## config.mk

```make
export PLATFORM = sky130hd
export DESIGN_NAME = signed_shift_mul
export DESIGN_NICKNAME = d
export VERILOG_FILES = /design/src/rtl/shift_mul_pkg.sv /design/src/rtl/shift_mul_ctrl.sv /design/src/rtl/shift_mul_dp.sv /design/src/rtl/signed_shift_mul.sv
export SDC_FILE = /design/constraint.sdc
export NUM_CORES = 1
export LEC_CHECK = 0
export BUFFER_PORTS_ARGS = -buffer_cell sky130_fd_sc_hd__clkbuf_2
export CORE_MARGIN = 5
export CORE_UTILIZATION = 30
export CTS_CLUSTER_DIAMETER = 200
export CTS_CLUSTER_SIZE = 12
export DETAILED_ROUTE_END_ITERATION = 12
export GPL_ROUTABILITY_DRIVEN = 1
export PLACE_DENSITY_LB_ADDON = 0.25
export SLEW_MARGIN = 20
export SYNTH_ARGS = -nofsm -noshare
export SYNTH_HDL_FRONTEND = slang
export SYNTH_SLANG_ARGS = --single-unit
```

## constraint.sdc

```tcl
create_clock -name clk_i -period 4.36 [get_ports clk_i]
set_input_delay 0.654 -clock clk_i [delete_from_list [all_inputs] [get_ports clk_i]]
set_output_delay 0.654 -clock clk_i [all_outputs]
set_load 0.005 [all_outputs]
```

## src/rtl/shift_mul_pkg.sv

```systemverilog
package shift_mul_pkg;
  typedef enum logic [2:0] {
    ST_IDLE,
    ST_CORR_R,
    ST_CORR_D,
    ST_LOOP,
    ST_DONE
  } mul_state_e;
endpackage

```

## src/rtl/shift_mul_ctrl.sv

```systemverilog
module shift_mul_ctrl
  import shift_mul_pkg::*;
#(
  parameter int WIDTH = 40
) (
  input  logic clk_i,
  input  logic rst_ni,
  input  logic start_i,
  output logic load_o,
  output logic corr_r_o,
  output logic corr_d_o,
  output logic step_o,
  output logic busy_o,
  output logic done_o
);
  mul_state_e state_q, state_d;
  logic [WIDTH-1:0] cnt_q;
  logic last_pass;

  assign last_pass = cnt_q[WIDTH-1];
  assign busy_o    = (state_q == ST_CORR_R) || (state_q == ST_CORR_D) || (state_q == ST_LOOP);
  assign done_o    = (state_q == ST_DONE);
  assign load_o    = start_i && !busy_o;
  assign corr_r_o  = (state_q == ST_CORR_R);
  assign corr_d_o  = (state_q == ST_CORR_D);
  assign step_o    = (state_q == ST_LOOP);

  always_comb begin
    state_d = state_q;
    unique case (state_q)
      ST_IDLE, ST_DONE: state_d = start_i ? ST_CORR_R : ST_IDLE;
      ST_CORR_R:        state_d = ST_CORR_D;
      ST_CORR_D:        state_d = ST_LOOP;
      ST_LOOP:          state_d = last_pass ? ST_DONE : ST_LOOP;
      default:          state_d = ST_IDLE;
    endcase
  end

  always_ff @(posedge clk_i or negedge rst_ni) begin
    if (!rst_ni) begin
      state_q <= ST_IDLE;
      cnt_q   <= '0;
    end else begin
      state_q <= state_d;
      if (state_q == ST_CORR_D)    cnt_q <= {{(WIDTH-1){1'b0}}, 1'b1};
      else if (state_q == ST_LOOP) cnt_q <= cnt_q << 1;
    end
  end


  cnt_onehot_chk: assert property (@(posedge clk_i) disable iff (!rst_ni)
    (state_q == ST_LOOP) |-> ($countones(cnt_q) == 1));


  done_pulse_chk: assert property (@(posedge clk_i) disable iff (!rst_ni)
    done_o |=> !done_o);


  start_busy_chk: assert property (@(posedge clk_i) disable iff (!rst_ni)
    (start_i && !busy_o) |=> busy_o);


  busy_hold_chk: assert property (@(posedge clk_i) disable iff (!rst_ni)
    (busy_o && !(step_o && last_pass)) |=> busy_o);
endmodule

```

## src/rtl/shift_mul_dp.sv

```systemverilog
module shift_mul_dp #(
  parameter int WIDTH = 40
) (
  input  logic               clk_i,
  input  logic               rst_ni,
  input  logic               load_i,
  input  logic               corr_r_i,
  input  logic               corr_d_i,
  input  logic               step_i,
  input  logic [WIDTH-1:0]   mcand_i,
  input  logic [WIDTH-1:0]   mplier_i,
  output logic [2*WIDTH-1:0] acc_o
);
  localparam int AW = 2 * WIDTH;

  logic [WIDTH-1:0] mcand_q, mreg_q;
  logic [AW-1:0]    acc_q, acc_d, add_term;

  // corrections enter at bit 0; WIDTH doublings lift them to bit WIDTH
  always_comb begin
    acc_d    = acc_q;
    add_term = '0;
    if (corr_r_i && mreg_q[WIDTH-1])
      acc_d = acc_q - {{WIDTH{1'b0}}, mcand_q};
    else if (corr_d_i && mcand_q[WIDTH-1])
      acc_d = acc_q - {{WIDTH{1'b0}}, mreg_q};
    else if (step_i) begin
      if (mreg_q[WIDTH-1]) add_term = {{WIDTH{1'b0}}, mcand_q};
      acc_d = {acc_q[AW-2:0], 1'b0} + add_term;
    end
  end

  always_ff @(posedge clk_i or negedge rst_ni) begin
    if (!rst_ni) begin
      mcand_q <= '0;
      mreg_q  <= '0;
      acc_q   <= '0;
    end else if (load_i) begin
      mcand_q <= mcand_i;
      mreg_q  <= mplier_i;
      acc_q   <= '0;
    end else begin
      acc_q <= acc_d;
      if (step_i) mreg_q <= mreg_q << 1;
    end
  end

  assign acc_o = acc_q;


  mcand_hold_chk: assert property (@(posedge clk_i) disable iff (!rst_ni)
    !load_i |=> $stable(mcand_q));
endmodule

```

## src/rtl/signed_shift_mul.sv

```systemverilog
module signed_shift_mul #(
  parameter int WIDTH = 40
) (
  input  logic               clk_i,
  input  logic               rst_ni,
  input  logic               start_i,
  input  logic [WIDTH-1:0]   mcand_i,
  input  logic [WIDTH-1:0]   mplier_i,
  output logic               busy_o,
  output logic               done_o,
  output logic [2*WIDTH-1:0] product_o
);
  logic load, corr_r, corr_d, step;

  shift_mul_ctrl #(.WIDTH(WIDTH)) u_ctrl (
    .clk_i    (clk_i),
    .rst_ni   (rst_ni),
    .start_i  (start_i),
    .load_o   (load),
    .corr_r_o (corr_r),
    .corr_d_o (corr_d),
    .step_o   (step),
    .busy_o   (busy_o),
    .done_o   (done_o)
  );

  shift_mul_dp #(.WIDTH(WIDTH)) u_dp (
    .clk_i    (clk_i),
    .rst_ni   (rst_ni),
    .load_i   (load),
    .corr_r_i (corr_r),
    .corr_d_i (corr_d),
    .step_i   (step),
    .mcand_i  (mcand_i),
    .mplier_i (mplier_i),
    .acc_o    (product_o)
  );


  product_hold_chk: assert property (@(posedge clk_i) disable iff (!rst_ni)
    (!busy_o && !start_i) |=> $stable(product_o));


  done_not_busy_chk: assert property (@(posedge clk_i) disable iff (!rst_ni)
    done_o |-> !busy_o);
endmodule

```

After elaboration in Yosys (flattened, before gate mapping)
Index checks and enable logic that the tools add are counted.
{"block": "totals", "ff_bits": 203, "output_inout_bits": 82, "wordCells": 38}
{"block": "classes", "addsub": 3, "n_eq_ne": 4, "muxes": 15, "reduce_logical": 11}
{"cell": "$mux W80", "count": 7}
{"cell": "$mux W40", "count": 5}
{"cell": "$sub A80 B40 Y80", "count": 2}
{"cell": "$add A80 B80 Y80", "count": 1}
{"cell": "$pmux W3 S4", "count": 1}
{"cell": "$eq A3 B2 Y1 const B", "count": 2}
{"cell": "$reduce_bool A2 Y1", "count": 2}
{"cell": "$reduce_bool A4 Y1", "count": 1}
{"cell": "$eq A3 B1 Y1 const B", "count": 1}
{"cell": "$eq A3 B3 Y1 const B", "count": 1}
{"cell": "$logic_and A1 B1 Y1", "count": 3}
{"cell": "$logic_not A3 Y1", "count": 1}
{"cell": "$mux W3", "count": 1}
{"cell": "$logic_or A1 B1 Y1", "count": 2}
{"cell": "$reduce_or A2 Y1", "count": 1}
{"cell": "$logic_not A1 Y1", "count": 1}
{"cell": "$mux W1", "count": 1}

Depth between registers and ports, before layout
{"block": "depth", "depth_word": 9, "ltp_mapped": 16}

Cells and area by module
A second synthesis with hierarchy kept.
{"block": "unflattened", "cells_unflattened": 2490, "hier_area_um2": 19113.3}
{"module": "shift_mul_dp", "instances": 1, "cells_per_inst": 2305, "area_each_um2": 17142.7, "seq_area_each_um2": 4003.8}
{"module": "shift_mul_ctrl", "instances": 1, "cells_per_inst": 185, "area_each_um2": 1970.6, "seq_area_each_um2": 1076.0}

Worst setup path after synthesis
OpenSTA, ideal clock, no wires.
{"block": "synth_timing", "path_kind": "reg-to-reg", "from": "register u_dp.mreg_q[39]", "to": "register u_dp.acc_q[74] (netlist: u_dp.acc_o[74])", "setup_time_ps": 137, "arrival_time_ps": 3404, "setup_slack_ps": 819, "path_stages_with_launch": 15, "n_path_buf": 1, "synth_period_minus_slack_ps": 3541, "cell_sequence": "dfrtp_1 inv_1 clkbuf_1 nor2_1 ha_1 nand2_1 or3_1 a21o_1 o211a_1 or4b_1 nand3_1 o31ai_1 o31a_1 o21ai_0 o211ai_1"}
{"block": "synth_between", "elab_chain_cells": 9}
{"element": "start: declaration", "line": "shift_mul_dp.sv:16", "rtl": "logic [WIDTH-1:0] mcand_q, mreg_q;"}
{"element": "start signal: assignment", "line": "shift_mul_dp.sv:40", "rtl": "mreg_q <= mplier_i;"}
{"element": "start signal: assignment", "line": "shift_mul_dp.sv:44", "rtl": "if (step_i) mreg_q <= mreg_q << 1;"}
{"element": "$mux W40", "line": "shift_mul_dp.sv:28", "rtl": "if (mreg_q[WIDTH-1]) add_term = {{WIDTH{1'b0}}, mcand_q};"}
{"element": "$mux W80", "line": "shift_mul_dp.sv:27", "rtl": "else if (step_i) begin"}
{"element": "$mux W80", "line": "shift_mul_dp.sv:25", "rtl": "else if (corr_d_i && mcand_q[WIDTH-1])"}
{"element": "$mux W80", "line": "shift_mul_dp.sv:23", "rtl": "if (corr_r_i && mreg_q[WIDTH-1])"}
{"element": "$add A80 B80 Y80", "line": "shift_mul_dp.sv:29", "rtl": "acc_d = {acc_q[AW-2:0], 1'b0} + add_term;"}
{"element": "$mux W80", "line": "shift_mul_dp.sv:27"}
{"element": "$mux W80", "line": "shift_mul_dp.sv:25"}
{"element": "$mux W80", "line": "shift_mul_dp.sv:23"}
{"element": "$mux W80", "line": "shift_mul_dp.sv:38", "rtl": "end else if (load_i) begin"}
{"element": "end signal: assignment", "line": "shift_mul_dp.sv:37", "rtl": "acc_q <= '0;"}
{"element": "end signal: assignment", "line": "shift_mul_dp.sv:41", "rtl": "acc_q <= '0;"}
{"element": "end signal: assignment", "line": "shift_mul_dp.sv:43", "rtl": "acc_q <= acc_d;"}
{"element": "end: declaration", "line": "shift_mul_dp.sv:17", "rtl": "logic [AW-1:0] acc_q, acc_d, add_term;"}
Parallel ways exist; a longest one is shown, timed or not. The select of a mux whose other input is x is not followed.
A chain may end at the register's enable or synchronous reset.

Worst setup path in the final report
{"block": "layout_timing", "from": "register u_dp.acc_q[1] (netlist: u_dp.acc_o[1])", "to": "register u_dp.acc_q[67] (netlist: u_dp.acc_o[67])"}
{"block": "layout_between", "elab_chain_cells": 5}
{"element": "$add A80 B80 Y80", "line": "shift_mul_dp.sv:29"}
{"element": "$mux W80", "line": "shift_mul_dp.sv:27"}
{"element": "$mux W80", "line": "shift_mul_dp.sv:25"}
{"element": "$mux W80 (*)", "line": "shift_mul_dp.sv:23"}
{"element": "$mux W80 (*)", "line": "shift_mul_dp.sv:38"}
Mark *: on every way between the ends. The rest lies on a longest branch, timed or not. The select of a mux whose other input is x is not followed.

==> results.md <==
- Initial DRC Count: 1862
- Design area: 20830 µm²
- Multi-input gate area: 12410 µm²
- Largest net degree at the start of global routing: 83
- Antenna diode count: 0
- Crit start category: register
- Worst path slowest cell: or4b_1
- Primary FF master, synth: dfrtp_1
- Sequential share of the synthesized area: 27.37%
- P_int: 8.480 mW
- Async set or reset register ratio after synthesis: 100.0%
- Crit. End Element: register
- CP Class: register to register
- Reg2reg path depth: 10
- DIE HEIGHT: 258.7 µm
- FF-to-FF Start: u_dp.acc_o[1]
- Clock Power Share: 8.5%
- Gr usage total: 22.09%
- Clk pin slew, worst setup/hold paths: 70 ps
- Lkg Pwr: 8.887 nW
- H-Tree Depth: 1
- Post-Synthesis Cell Area: 18560 µm²
- Data required, critical path: 4830 ps
- CP Depth: 10
- Synthesized flop and latch total: 203
- FMAX: 0.2371 GHz
- Top post-synthesis cells by area: dfrtp_1 (27%), ha_1 (8.0%), nand2_1 (7.4%)
- CTS tree: yes
- Gr ovfl total: 0
- Reg2reg setup slack: 140 ps
- Yosys top cell by area: dfrtp_1
- Synth Net Count: 2685
- Most common cell after layout, fill and taps aside: nand2_1
- Syn Area/Cell: 7.484 µm²
- HP Class: input pin to asynchronous set/reset pin
- Max VDD drop: 0.3737 mV
- # nets final: 2763
- Clock skew: 39.56 ps
- Antenna violations before repair: 0
- Rows: 91
- Combinational power share: 72.7%
- Share of cells above drive strength 1: 11.57%
- Switch share: 55.57%
- Dpl cells: 3326
- Post-DRT Antenna Nets: 0
- CP bufs+invs: 0
- Final worst-path cycle share: 96.73%
- Max-cap viol count: 0
- Post-layout minimum cycle time: 4217 ps
- Slowest Stage Delay on Critical Path: 710 ps
- Inserted Clock Buffers: 20
- Register area: 5080 µm²
- Tightest Pin Transition: 1019 ps
- RSZ-0062 raised after global routing: false
- Cells after Synth: 2480
- I/O Pins: 165
- FF-to-FF End: u_dp.acc_o[67]
- Critical path's top delay family: compound AO/OA/AOI/OAI gates
- PortBufs: 164
- Via-to-Cell Ratio: 5.805
- Max Transition Viols Final: 0
- Worst EP arrival: 4690 ps
- Fill cells: 6639
- GP Congestion: 0.9570
- Tightest slew margin relative to the limit: 32.04%
- Core area: 61480 µm²
- Setup TNS: 0 ps
- Initial Util: 30.19%
- Crit path launch: u_dp.acc_o[1]
- Via Count: 19430
- CTS Root Cell: clkbuf_16
- Power Density: 916.2 nW/µm²
- Area Growth Syn to Fin: 12.23%
- First-pass DRT Iterations: 6
- CP cell instances: ha_1 -> nor2b_1 -> o31ai_2 -> a21oi_1 -> a31oi_1 -> o41a_1 -> o31ai_1 -> or4b_1 -> or4_1 -> o211ai_1
- Clk Latency, worst-skew pair: 560 ps
- Status: complete, no violations
- Clk sinks: 203
- Seq pwr share: 18.8%
- Post-Route WL: 77500 µm
- Netlist cell types: 89
- Post-CTS Setup Inserts: 0
- Synth Warn #: 0
- HPWL reported at the end of detailed placement: 58770 µm
- Post-Layout Cell Count: 3348
- First-pass GRT wire length: 116800 µm
- Switching power total: 10.61 mW
- Die Footprint: 66950 µm²
- Most frequent cells in the layout: nand2_1 (366), o21ai_0 (230), dfrtp_1 (203), nor2_1 (189), a21oi_1 (176)
- Final routed DRC violation total: 0
- Number of global-route vias before repair: 18890
- Count of flip-flops with a built-in enable after synthesis: 0
- Clk buf depth: 3
- Endpoints failing setup: 0
- Hold Vio Cnt, Final: 0
- Worst setup path end: u_dp.acc_o[67]
- Post-DR wirelength/cell: 23.15 µm
- Post-synth top area share: 27.37%
- CP Max Fanout: 9
- DIE WIDTH: 258.7 µm
- Post-placement cell area: 20300 µm²
==> worst reg2reg max path: stages, from the launching register on <==
cell and delay [ps]:
dfrtp_1 610, ha_1 310, nor2b_1 150, o31ai_2 370, a21oi_1 270, a31oi_1 440
o41a_1 400, o31ai_1 220, or4b_1 720, or4_1 540, o211ai_1 110
==> worst min-delay path by stage <==
stage | startpoint | end | slack (ps) | cells past startpoint
2_1_floorplan | rst_ni | u_ctrl.cnt_q[0] | 360 | 0
3_3_place_gp | u_ctrl.cnt_q[20] | u_ctrl.cnt_q[20] | 460 | 2
3_5_place_dp | u_ctrl.cnt_q[10] | u_ctrl.cnt_q[10] | 470 | 2
4_1_cts | rst_ni | u_dp.acc_o[4] | 110 | 1
5_1_grt | rst_ni | u_ctrl.cnt_q[17] | 140 | 1
6_report | rst_ni | u_ctrl.cnt_q[17] | 80 | 1
==> cell usage after synthesis, types with 11 or more instances <==
| master | count |
|---|---|
| nand2_1 | 367 |
| o21ai_0 | 231 |
| dfrtp_1 | 203 |
| nor2_1 | 191 |
| a21oi_1 | 176 |
| clkbuf_1 | 166 |
| ha_1 | 119 |
| inv_1 | 118 |
| xnor2_1 | 90 |
| xor2_1 | 72 |
| nor3_1 | 63 |
| a21o_1 | 56 |
| nand4_1 | 55 |
| nand3_1 | 49 |
| o221ai_1 | 45 |
| a31oi_1 | 31 |
| o211ai_1 | 30 |
| or3_1 | 28 |
| and3_1 | 27 |
| o21a_1 | 27 |
| a211oi_1 | 26 |
| nor4_1 | 26 |
| o21bai_1 | 22 |
| nand2b_1 | 17 |
| o31ai_1 | 17 |
| a211o_1 | 13 |
| a221oi_1 | 11 |
==> per-stage QoR <==
step	hold slack [ps]	power, mW	setup WS [ps]	util [%]
finish	81.68	19.09	142.7	33.88
floorplan	358.4	12.50	819.0	-
detailed placement	470.4	17.19	2.936	33.02
CTS	108.3	18.93	177.3	33.88
global placement	461.5	17.12	13.69	33.02
global route	139.4	20.48	2.285	33.88
==> cell type report <==
class	count	area share, %
Clock inverter	1	0.07808
Multi-Input combinational cell	1981	59.55
Clock buffer	21	2.421
Tap cell	790	4.745
Sequential cell	203	24.39
Timing Repair Buffer	234	6.691
Inverter	118	2.126
==> sequential cells by signal, indices dropped and copies added (netlist names) <==
register and flops:
u_ctrl.cnt_q 40, u_dp.mcand_q 40, u_ctrl.state_q 3, u_dp.acc_o 80
u_dp.mreg_q 40
==> timing repair <==
action | in CTS | in global routing
endpoints found under the setup margin | 1 | 0
gates resized for setup | 1 | 0
hold buffers | 0 | 0
==> power groups by stage <==
| stage | sequential, mW | combinational [mW] | clock [mW] |
|---|---|---|---|
| global route | 3.68 | 15.1 | 1.73 |
| finish | 3.59 | 13.9 | 1.62 |
| CTS | 3.57 | 13.7 | 1.68 |
| global placement | 3.61 | 13.5 | 0 |
| floorplan | 3.06 | 9.44 | 0 |
| detailed placement | 3.61 | 13.6 | 0 |
==> layer usage <==
| layer | share of wire [%] | GRT usage [%] |
|---|---|---|
| met1 | 45 | 30.72 |
| met5 | 0 | 0 |
| met4 | 3.5 | 6.611 |
| met2 | 45 | 35.89 |
| met3 | 6.6 | 2.972 |
==> logic make-up (layout without fill, tap and decap cells) <==
group	count (synthesis)	after routing	synth area share [%]
XOR/XNOR	163	163	7.732
adder cells (fa/ha/maj)	122	122	8.345
AO/OA/AOI/OAI	796	796	27.59
flip-flops	203	203	27.37
AND/OR/NAND/NOR	892	892	22.44
buffers and inverters	296	374	6.087
multiplexers	8	8	0.4382
Note: power is estimated with default switching activity, not from simulation.
